## src/rtl/ebr_pkg.sv

```systemverilog
package ebr_pkg;

  typedef enum logic [1:0] {
    SEL_BRANCH = 2'd0,
    SEL_CTRL   = 2'd1,
    SEL_PEND   = 2'd2
  } redirSel_e;

  // strobes from control to datapath
  typedef struct packed {
    logic      fwdLoad;
    logic      fixTarget;
    logic      redirLoad;
    redirSel_e redirSel;
    logic      pendLoad;
    logic      countInc;
  } ebrStrobe_t;

  // comparisons from datapath to control
  typedef struct packed {
    logic redirActive;
    logic inYounger;
    logic targetDiff;
  } ebrStatus_t;

endpackage

```

## src/rtl/ebrDatapath.sv

```systemverilog
module ebrDatapath
  import ebr_pkg::*;
#(
  parameter int SEQ_W      = 16,
  parameter int ADDR_W     = 32,
  parameter int INFLIGHT   = 4,
  parameter int CNT_W      = 8,
  parameter int INST_BYTES = 4
) (
  input  logic                             clk,
  input  logic                             rstN,
  input  ebrStrobe_t                       strobe,
  output ebrStatus_t                       status,
  input  logic [SEQ_W-1:0]                 inSeq,
  input  logic [ADDR_W-1:0]                inPc,
  input  logic [ADDR_W-1:0]                inCompTarget,
  input  logic [ADDR_W-1:0]                inPredTarget,
  input  logic [ADDR_W-1:0]                inNextPc,
  input  logic [ADDR_W-1:0]                inNextNextPc,
  input  logic [INFLIGHT-1:0]              inflightValid,
  input  logic [INFLIGHT-1:0][SEQ_W-1:0]   inflightSeq,
  output logic                             fwdValid,
  output logic [SEQ_W-1:0]                 fwdSeq,
  output logic [ADDR_W-1:0]                fwdPc,
  output logic [ADDR_W-1:0]                fwdPredTarget,
  output logic                             redirSquash,
  output logic                             redirBranchMispredict,
  output logic [ADDR_W-1:0]                redirTarget,
  output logic                             redirTaken,
  output logic [SEQ_W-1:0]                 redirSurvivor,
  output logic [INFLIGHT-1:0]              killMask,
  output logic [CNT_W-1:0]                 resolvedCount
);

  localparam logic [ADDR_W-1:0] STEP = ADDR_W'(INST_BYTES);

  logic              takenNow;
  logic [ADDR_W-1:0] pendTarget;
  logic              pendTaken;
  logic [SEQ_W-1:0]  pendSurvivor;

  assign takenNow           = inNextNextPc != (inNextPc + STEP);
  assign status.redirActive = redirSquash;
  assign status.inYounger   = inSeq > redirSurvivor;
  assign status.targetDiff  = inCompTarget != inPredTarget;

  // forward register toward rename
  always_ff @(posedge clk or negedge rstN) begin
    if (!rstN) begin
      fwdValid      <= 1'b0;
      fwdSeq        <= '0;
      fwdPc         <= '0;
      fwdPredTarget <= '0;
    end else begin
      fwdValid <= strobe.fwdLoad;
      if (strobe.fwdLoad) begin
        fwdSeq        <= inSeq;
        fwdPc         <= inPc;
        fwdPredTarget <= strobe.fixTarget ? inCompTarget : inPredTarget;
      end
    end
  end

  // deferred redirect held until the delay slot passes
  always_ff @(posedge clk or negedge rstN) begin
    if (!rstN) begin
      pendTarget   <= '0;
      pendTaken    <= 1'b0;
      pendSurvivor <= '0;
    end else if (strobe.pendLoad) begin
      pendTarget   <= inCompTarget;
      pendTaken    <= takenNow;
      pendSurvivor <= inSeq + SEQ_W'(1);
    end
  end

  // redirect register toward fetch
  always_ff @(posedge clk or negedge rstN) begin
    if (!rstN) begin
      redirSquash           <= 1'b0;
      redirBranchMispredict <= 1'b0;
      redirTarget           <= '0;
      redirTaken            <= 1'b0;
      redirSurvivor         <= '0;
    end else begin
      redirSquash <= strobe.redirLoad;
      if (strobe.redirLoad) begin
        unique case (strobe.redirSel)
          SEL_CTRL: begin
            redirBranchMispredict <= 1'b0;
            redirTarget           <= inPc + STEP;
            redirTaken            <= takenNow;
            redirSurvivor         <= inSeq;
          end
          SEL_PEND: begin
            redirBranchMispredict <= 1'b1;
            redirTarget           <= pendTarget;
            redirTaken            <= pendTaken;
            redirSurvivor         <= pendSurvivor;
          end
          default: begin
            redirBranchMispredict <= 1'b1;
            redirTarget           <= inCompTarget;
            redirTaken            <= takenNow;
            redirSurvivor         <= inSeq;
          end
        endcase
      end
    end
  end

  always_ff @(posedge clk or negedge rstN) begin
    if (!rstN)                resolvedCount <= '0;
    else if (strobe.countInc) resolvedCount <= resolvedCount + CNT_W'(1);
  end

  // kill comparator bank
  for (genvar g = 0; g < INFLIGHT; g++) begin : genKill
    assign killMask[g] = redirSquash && inflightValid[g] &&
                         (inflightSeq[g] > redirSurvivor);
  end

endmodule

```

## src/rtl/ebrControl.sv

```systemverilog
module ebrControl
  import ebr_pkg::*;
(
  input  logic       clk,
  input  logic       rstN,
  input  logic       inValid,
  input  logic       inPredTaken,
  input  logic       inIsCtrl,
  input  logic       inDirUncond,
  input  logic       inCondSlot,
  input  ebrStatus_t status,
  output ebrStrobe_t strobe
);

  logic pending;
  logic drop, accept, slot, fresh, ctrlMis, resolve, mis, early, defer;

  always_comb begin
    drop    = inValid && status.redirActive && status.inYounger;
    accept  = inValid && !drop;
    slot    = accept && pending;
    fresh   = accept && !pending;
    ctrlMis = fresh && inPredTaken && !inIsCtrl;
    resolve = fresh && inIsCtrl && inDirUncond;
    mis     = resolve && status.targetDiff;
    early   = mis && inPredTaken && inCondSlot;
    defer   = mis && !(inPredTaken && inCondSlot);

    strobe.fwdLoad   = accept;
    strobe.fixTarget = mis;
    strobe.redirLoad = early || ctrlMis || slot;
    strobe.redirSel  = slot ? SEL_PEND : (ctrlMis ? SEL_CTRL : SEL_BRANCH);
    strobe.pendLoad  = defer;
    strobe.countInc  = resolve;
  end

  always_ff @(posedge clk or negedge rstN) begin
    if (!rstN)      pending <= 1'b0;
    else if (defer) pending <= 1'b1;
    else if (slot)  pending <= 1'b0;
  end

endmodule

```

## src/rtl/earlyBranchResolver.sv

```systemverilog
module earlyBranchResolver
  import ebr_pkg::*;
#(
  parameter int SEQ_W      = 16,
  parameter int ADDR_W     = 32,
  parameter int INFLIGHT   = 4,
  parameter int CNT_W      = 8,
  parameter int INST_BYTES = 4
) (
  input  logic                           clk,
  input  logic                           rstN,
  input  logic                           inValid,
  input  logic [SEQ_W-1:0]               inSeq,
  input  logic [ADDR_W-1:0]              inPc,
  input  logic [ADDR_W-1:0]              inCompTarget,
  input  logic [ADDR_W-1:0]              inPredTarget,
  input  logic                           inPredTaken,
  input  logic                           inIsCtrl,
  input  logic                           inDirUncond,
  input  logic                           inCondSlot,
  input  logic [ADDR_W-1:0]              inNextPc,
  input  logic [ADDR_W-1:0]              inNextNextPc,
  input  logic [INFLIGHT-1:0]            inflightValid,
  input  logic [INFLIGHT-1:0][SEQ_W-1:0] inflightSeq,
  output logic                           fwdValid,
  output logic [SEQ_W-1:0]               fwdSeq,
  output logic [ADDR_W-1:0]              fwdPc,
  output logic [ADDR_W-1:0]              fwdPredTarget,
  output logic                           redirSquash,
  output logic                           redirBranchMispredict,
  output logic [ADDR_W-1:0]              redirTarget,
  output logic                           redirTaken,
  output logic [SEQ_W-1:0]               redirSurvivor,
  output logic [INFLIGHT-1:0]            killMask,
  output logic [CNT_W-1:0]               resolvedCount
);

  ebrStrobe_t strobe;
  ebrStatus_t status;

  ebrControl ctrl_i (
    .clk(clk), .rstN(rstN), .inValid(inValid), .inPredTaken(inPredTaken),
    .inIsCtrl(inIsCtrl), .inDirUncond(inDirUncond), .inCondSlot(inCondSlot),
    .status(status), .strobe(strobe)
  );

  ebrDatapath #(
    .SEQ_W(SEQ_W), .ADDR_W(ADDR_W), .INFLIGHT(INFLIGHT),
    .CNT_W(CNT_W), .INST_BYTES(INST_BYTES)
  ) dp_i (
    .clk(clk), .rstN(rstN), .strobe(strobe), .status(status),
    .inSeq(inSeq), .inPc(inPc), .inCompTarget(inCompTarget),
    .inPredTarget(inPredTarget), .inNextPc(inNextPc),
    .inNextNextPc(inNextNextPc), .inflightValid(inflightValid),
    .inflightSeq(inflightSeq), .fwdValid(fwdValid), .fwdSeq(fwdSeq),
    .fwdPc(fwdPc), .fwdPredTarget(fwdPredTarget), .redirSquash(redirSquash),
    .redirBranchMispredict(redirBranchMispredict), .redirTarget(redirTarget),
    .redirTaken(redirTaken), .redirSurvivor(redirSurvivor),
    .killMask(killMask), .resolvedCount(resolvedCount)
  );

endmodule

```

## config.mk

```make
export PLATFORM = sky130hd
export DESIGN_NAME = earlyBranchResolver
export DESIGN_NICKNAME = d
export VERILOG_FILES = /design/src/rtl/ebr_pkg.sv /design/src/rtl/ebrDatapath.sv /design/src/rtl/ebrControl.sv /design/src/rtl/earlyBranchResolver.sv
export SDC_FILE = /design/constraint.sdc
export NUM_CORES = 1
export LEC_CHECK = 0
export CORE_ASPECT_RATIO = 0.6
export CORE_MARGIN = 8
export CORE_UTILIZATION = 45
export CTS_CLUSTER_SIZE = 20
export DETAILED_ROUTE_END_ITERATION = 10
export GPL_TIMING_DRIVEN = 1
export HOLD_SLACK_MARGIN = 0.05
export PLACE_DENSITY = 0.79
export RECOVER_POWER = 25
export SETUP_SLACK_MARGIN = 0.05
export SYNTH_ARGS = -nofsm -noshare
export SYNTH_HDL_FRONTEND = slang
export SYNTH_SLANG_ARGS = --single-unit
```

## constraint.sdc

```tcl
create_clock -name clk -period 6.5 [get_ports clk]
set_input_delay 1.3 -clock clk [delete_from_list [all_inputs] [get_ports clk]]
set_output_delay 1.3 -clock clk [all_outputs]
set_load 0.01 [all_outputs]
```

* Word level (Yosys, flattened, before mapping) *
Cells that the tools add are included.
W data, S select, Z words.

cells by class
  add/subtract/negate cells = 4
  magnitude comparators = 5
  equality and inequality tests = 4
  mux-type cells = 9
  reduce and logical (&&, ||, !) cells = 29

operators by type and width
  operator                 count
  $gt A16 B16 Y1           5
  $add A32 B3 Y32 const B  2
  $ne A32 B32 Y1           2
  $pmux W32 S2             1
  $mux W32                 1
  $logic_and A1 B1 Y1      22
  $add A16 B1 Y16 const B  1
  $mux W16                 1
  $add A8 B1 Y8 const B    1
  $mux W1                  5
  $logic_not A1 Y1         4
  $eq A2 B1 Y1 const B     1
  $eq A2 B2 Y1 const B     1
  $logic_or A1 B1 Y1       2
  $mux W2                  1
  $reduce_bool A2 Y1       1

word-level totals
  flip-flop bits (word level) = 190
  bits of input ports = 251
  output and inout bits = 144
  word-level logic and storage cells = 65

* Depth between registers and ports, before layout *
  depth in word-level cells = 12
  gate-level depth with buffers = 13
  mapped depth without buffers = 10

* By module *
A second synthesis with hierarchy kept.

second synthesis, totals
  cell total of the unflattened synthesis = 1220
  area total of the unflattened synthesis = 12182.9 sq um

by module, submodules not included
  module       times used  cells each  area each (sq um)  seq. area each (sq um)
  ebrDatapath  1           1199        12009.0            4729.5
  ebrControl   1           21          173.9              25.0

* Worst setup path before layout *
No wires, ideal clock.

  path type = input to output
  start point = input inflightSeq[25] (netlist bit)
  end point = output killMask[1]
  arrival = 2790 ps
  required time = 5200 ps
  path slack = 2410 ps
  stages = 9
  buffers on the path = 0
  path through = ha_1 -> a21o_1 -> a21o_1 -> a21oi_1 -> nor2b_1 -> o21ai_0 -> nand2_1 -> a2111oi_0 -> nor3_1

between the ends
  longest elaborated chain between the ends = 2

ends and longest elaborated chain
  element              line                       RTL
  from (decl)          earlyBranchResolver.sv:24  input logic [INFLIGHT-1:0][SEQ_W-1:0] inflightSeq,
  $gt A16 B16 Y1       ebrDatapath.sv:120         (inflightSeq[g] > redirSurvivor);
  $logic_and A1 B1 Y1  ebrDatapath.sv:119         assign killMask[g] = redirSquash && inflightValid[g] &&
  to (decl)            earlyBranchResolver.sv:34  output logic [INFLIGHT-1:0] killMask,

No other way between the ends.

* Worst setup path in the final report *
Same ends and word-level chain as after synthesis.

==> reports/qor.txt <==
wire per inst -> 22.57 um
clk buf depth -> 2
status -> finished, violations left
YS warnings -> 0
# port buffers -> 394
cts hold-fix bufs -> 0
Vias -> 11,130
post-CTS sizing -> 0
post-synthesis cell area -> 11,790 um2
Seq/Total Area, Yosys -> 0.4034
endpoints failing setup -> 0
Hold Fails Final Rpt -> 0
FFs w/ async S/R, synth -> 1.000
H-tree depth -> 4
worst hold margin -> 0.5048 ns
Final Total Pwr -> 6.036 mW
Core Util, Final -> 0.6422
DR top layer -> met5
WP data required -> 5.20 ns
WS Path Type -> in2out
RSZ-0062 raised after global routing -> false
Slowest cell on crit path -> clkdlybuf4s50_1
# IOs -> 395
CP startpoint kind -> input pin
Final TNS setup -> 0 ns
Detailed Place HPWL -> 34,060 um
nets -> 1,904
postcts setup bufs -> 0
share of layout cells above drive strength 1 -> 0.09102
critical-path cell list -> clkdlybuf4s50_1 > ha_1 > a21o_1 > a21o_1 > a21oi_1 > nor2b_1 > o21ai_0 > nand2_1 > a2111oi_0 > nor3_1 > clkdlybuf4s50_1
R2R setup slack -> 2.73 ns
critical path peak fanout -> 2
P_leak -> 6.882 nW
Max Freq -> 0.1913 GHz
PwrDens -> 360.5 nW/um2
vias in the first global route -> 11,180
largest net degree at the start of global routing -> 91
die width -> 224.9 um
Syn-to-layout area delta -> 42.05%
Final Critical Period -> 5.227 ns
CTS Buf Count -> 17
Slew Viols, Final -> 78
Skew-Pair Late Insertion Delay -> 0.45 ns
WP buf/inv -> 2
top cells by area, synth -> dfrtp_1 (40%), ha_1 (8.9%), mux2_2 (8.2%)
grt ovf -> 0
VDD IR max -> 0.0002292 V
Num Clock Sinks -> 190
GPL Wtd Cong -> 0.9349
post-synth top area share -> 0.4034
vias per cell -> 5.721
HP Class -> reg2reg
WP data arrival -> 3.93 ns
initial antenna violation count -> 5
Slew @ Worst Pin -> 4.406 ns
Rows -> 46
Final period util -> 0.8041
fillcell total -> 2,104
die area -> 31,800 um2
placed instance count -> 1,910
delay-heaviest family, CP -> compound AO/OA/AOI/OAI gates
Primary FF master, synth -> dfrtp_1
Relative slew margins -> -1.937
Syn Nets -> 1,531
CP max stage delay -> 0.50 ns
Total Wirelength -> 43,930 um
die span in y -> 141.4 um
Synth area leader -> dfrtp_1
Cells after Synth -> 1,196
max-cap violation count -> 1
Non-Filler Instances -> 1,946
Reg clk slew, reported paths -> 0.07 ns
Synth Register Bits -> 190
synthesized area per cell -> 9.856 um2
Core Region -> 26,070 um2
gr usage total -> 0.2697
DRT iter0 DRCs -> 1,029
Post-Route M1 WL -> 19,910 um
met3 WL -> 3808 um
Setup crit end kind -> output pin
Synth cell types -> 63
first-pass GRT wire length -> 66,540 um
ANT nets after route -> 0
met2 wire len -> 18,900 um
CTS tree -> yes
clk root buf -> clkbuf_16
Setup Skew -> 0.01525 ns
number of synthesized flops with an enable pin -> 0
drt first pass iters -> 9
DRC errors left -> 0
Initial Util -> 0.4521
violated checks -> capacitance limit, slew limit
-- cell usage after synthesis (2+ instances only) --
library cell,number
dfrtp_1,190
nor2_1,129
a21oi_1,100
mux2_2,86
ha_1,84
xnor2_1,79
nand2_1,78
clkbuf_1,45
xor2_1,39
nand4_1,38
nand3_1,37
inv_1,36
mux2i_1,35
a222oi_1,30
a31oi_1,21
a21o_1,16
o21ai_0,15
nor3_1,14
and3_1,13
nor4_1,13
nor2b_1,11
o21a_1,7
and4_1,6
nand2b_1,5
a2111oi_0,4
and2_1,4
o2111ai_1,4
a211oi_1,3
a21boi_0,3
buf_1,3
buf_2,3
o211ai_1,3
o22ai_1,3
a221oi_1,2
a22o_1,2
nand3_2,2
o21ai_1,2
o22a_1,2
o31a_1,2
o31ai_1,2
or2_2,2
or3_1,2
-- path summary, 6_finish.rpt --
path	from	endpoint	cells after the start
max in group asynchronous	rstN	dp_i.pendTarget[2]	2
setup / recovery	inflightSeq[25]	killMask[1]	11
min in group asynchronous	rstN	dp_i.fwdPc[25]	1
hold reg to reg	dp_i.resolvedCount[7]	dp_i.resolvedCount[7]	1
setup reg to reg	dp_i.redirSurvivor[5]	dp_i.redirSurvivor[10]	11
hold / removal	dp_i.resolvedCount[7]	dp_i.resolvedCount[7]	1
-- logic make-up (layout without fill, tap and decap cells) --
family,count (synthesis),after routing,synth area share
compound gates,230,230,0.1284
xor+xnor,118,118,0.08768
fa+ha+maj,84,84,0.08916
buf+inv,87,473,0.02802
flops,190,190,0.4034
mux,121,121,0.1119
other cells,0,4,0
simple gates,366,366,0.1515
-- report_power, final --
part / switching, mW / internal [mW]
clock network: 0.515 / 0.661
logic: 1.40 / 1.45
registers: 0.321 / 1.69
-- state kept, by name (all words and copies together), names as in the netlist --
name                        cells
dp_i.redirTaken                 1
dp_i.pendSurvivor              16
dp_i.redirSquash                1
dp_i.redirBranchMispredict      1
dp_i.pendTarget                32
ctrl_i.pending                  1
dp_i.fwdValid                   1
dp_i.resolvedCount              8
dp_i.fwdPc                     32
dp_i.fwdPredTarget             32
dp_i.fwdSeq                    16
dp_i.redirTarget               32
dp_i.redirSurvivor             16
dp_i.pendTaken                  1
-- layout make-up --
cell class / instances / area [um2] / area share
clock buffer: 18 / 429.2 / 0.02563
clock inverter: 14 / 215.2 / 0.01285
tap: 360 / 450.4 / 0.02690
inverter: 36 / 135.1 / 0.008070
sequential: 190 / 4755 / 0.2839
antenna: 4 / 10.01 / 0.0005978
timing repair buffer: 405 / 4020 / 0.2401
multi-input combinational: 919 / 6730 / 0.4019
-- worst reg2reg max path: stages (launching register included) --
cell,delay (ns)
dfrtp_1,0.41
inv_1,0.25
ha_1,0.31
a21o_1,0.16
a21o_1,0.17
a211oi_1,0.24
or3_1,0.17
a22o_4,0.42
and2_2,0.94
buf_4,0.32
nand2_1,0.07
a31oi_1,0.20
-- layer usage --
layer | track usage | up-vias
li1 | - | 5132
met1 | 0.3742 | 5434
met2 | 0.3973 | 499
met3 | 0.07833 | 66
met4 | 0.09194 | 2
met5 | 0 | -
-- cells in the final DEF, fill, tap and decap left out, types with 21 or more instances in the layout --
cell type and n:
a21oi_1 100, a222oi_1 30, a31oi_1 21, clkdlybuf4s50_1 393, dfrtp_1 190, ha_1 84
inv_1 36, mux2_2 86, mux2i_1 35, nand2_1 78, nand3_1 37, nand4_1 38
nor2_1 129, xnor2_1 79, xor2_1 39
-- through the flow --
| step | area (um2) | setup WS [ns] |
|---|---|---|
| 6_report | 16740 | 1.273 |
| 5_1_grt | 16740 | 0.7665 |
| 4_1_cts | 16740 | 1.292 |
| 3_5_place_dp | 16100 | 1.323 |
| 3_3_place_gp | 16100 | 1.348 |
| 2_1_floorplan | 11790 | 2.410 |
(Power assumes the default switching activity.)
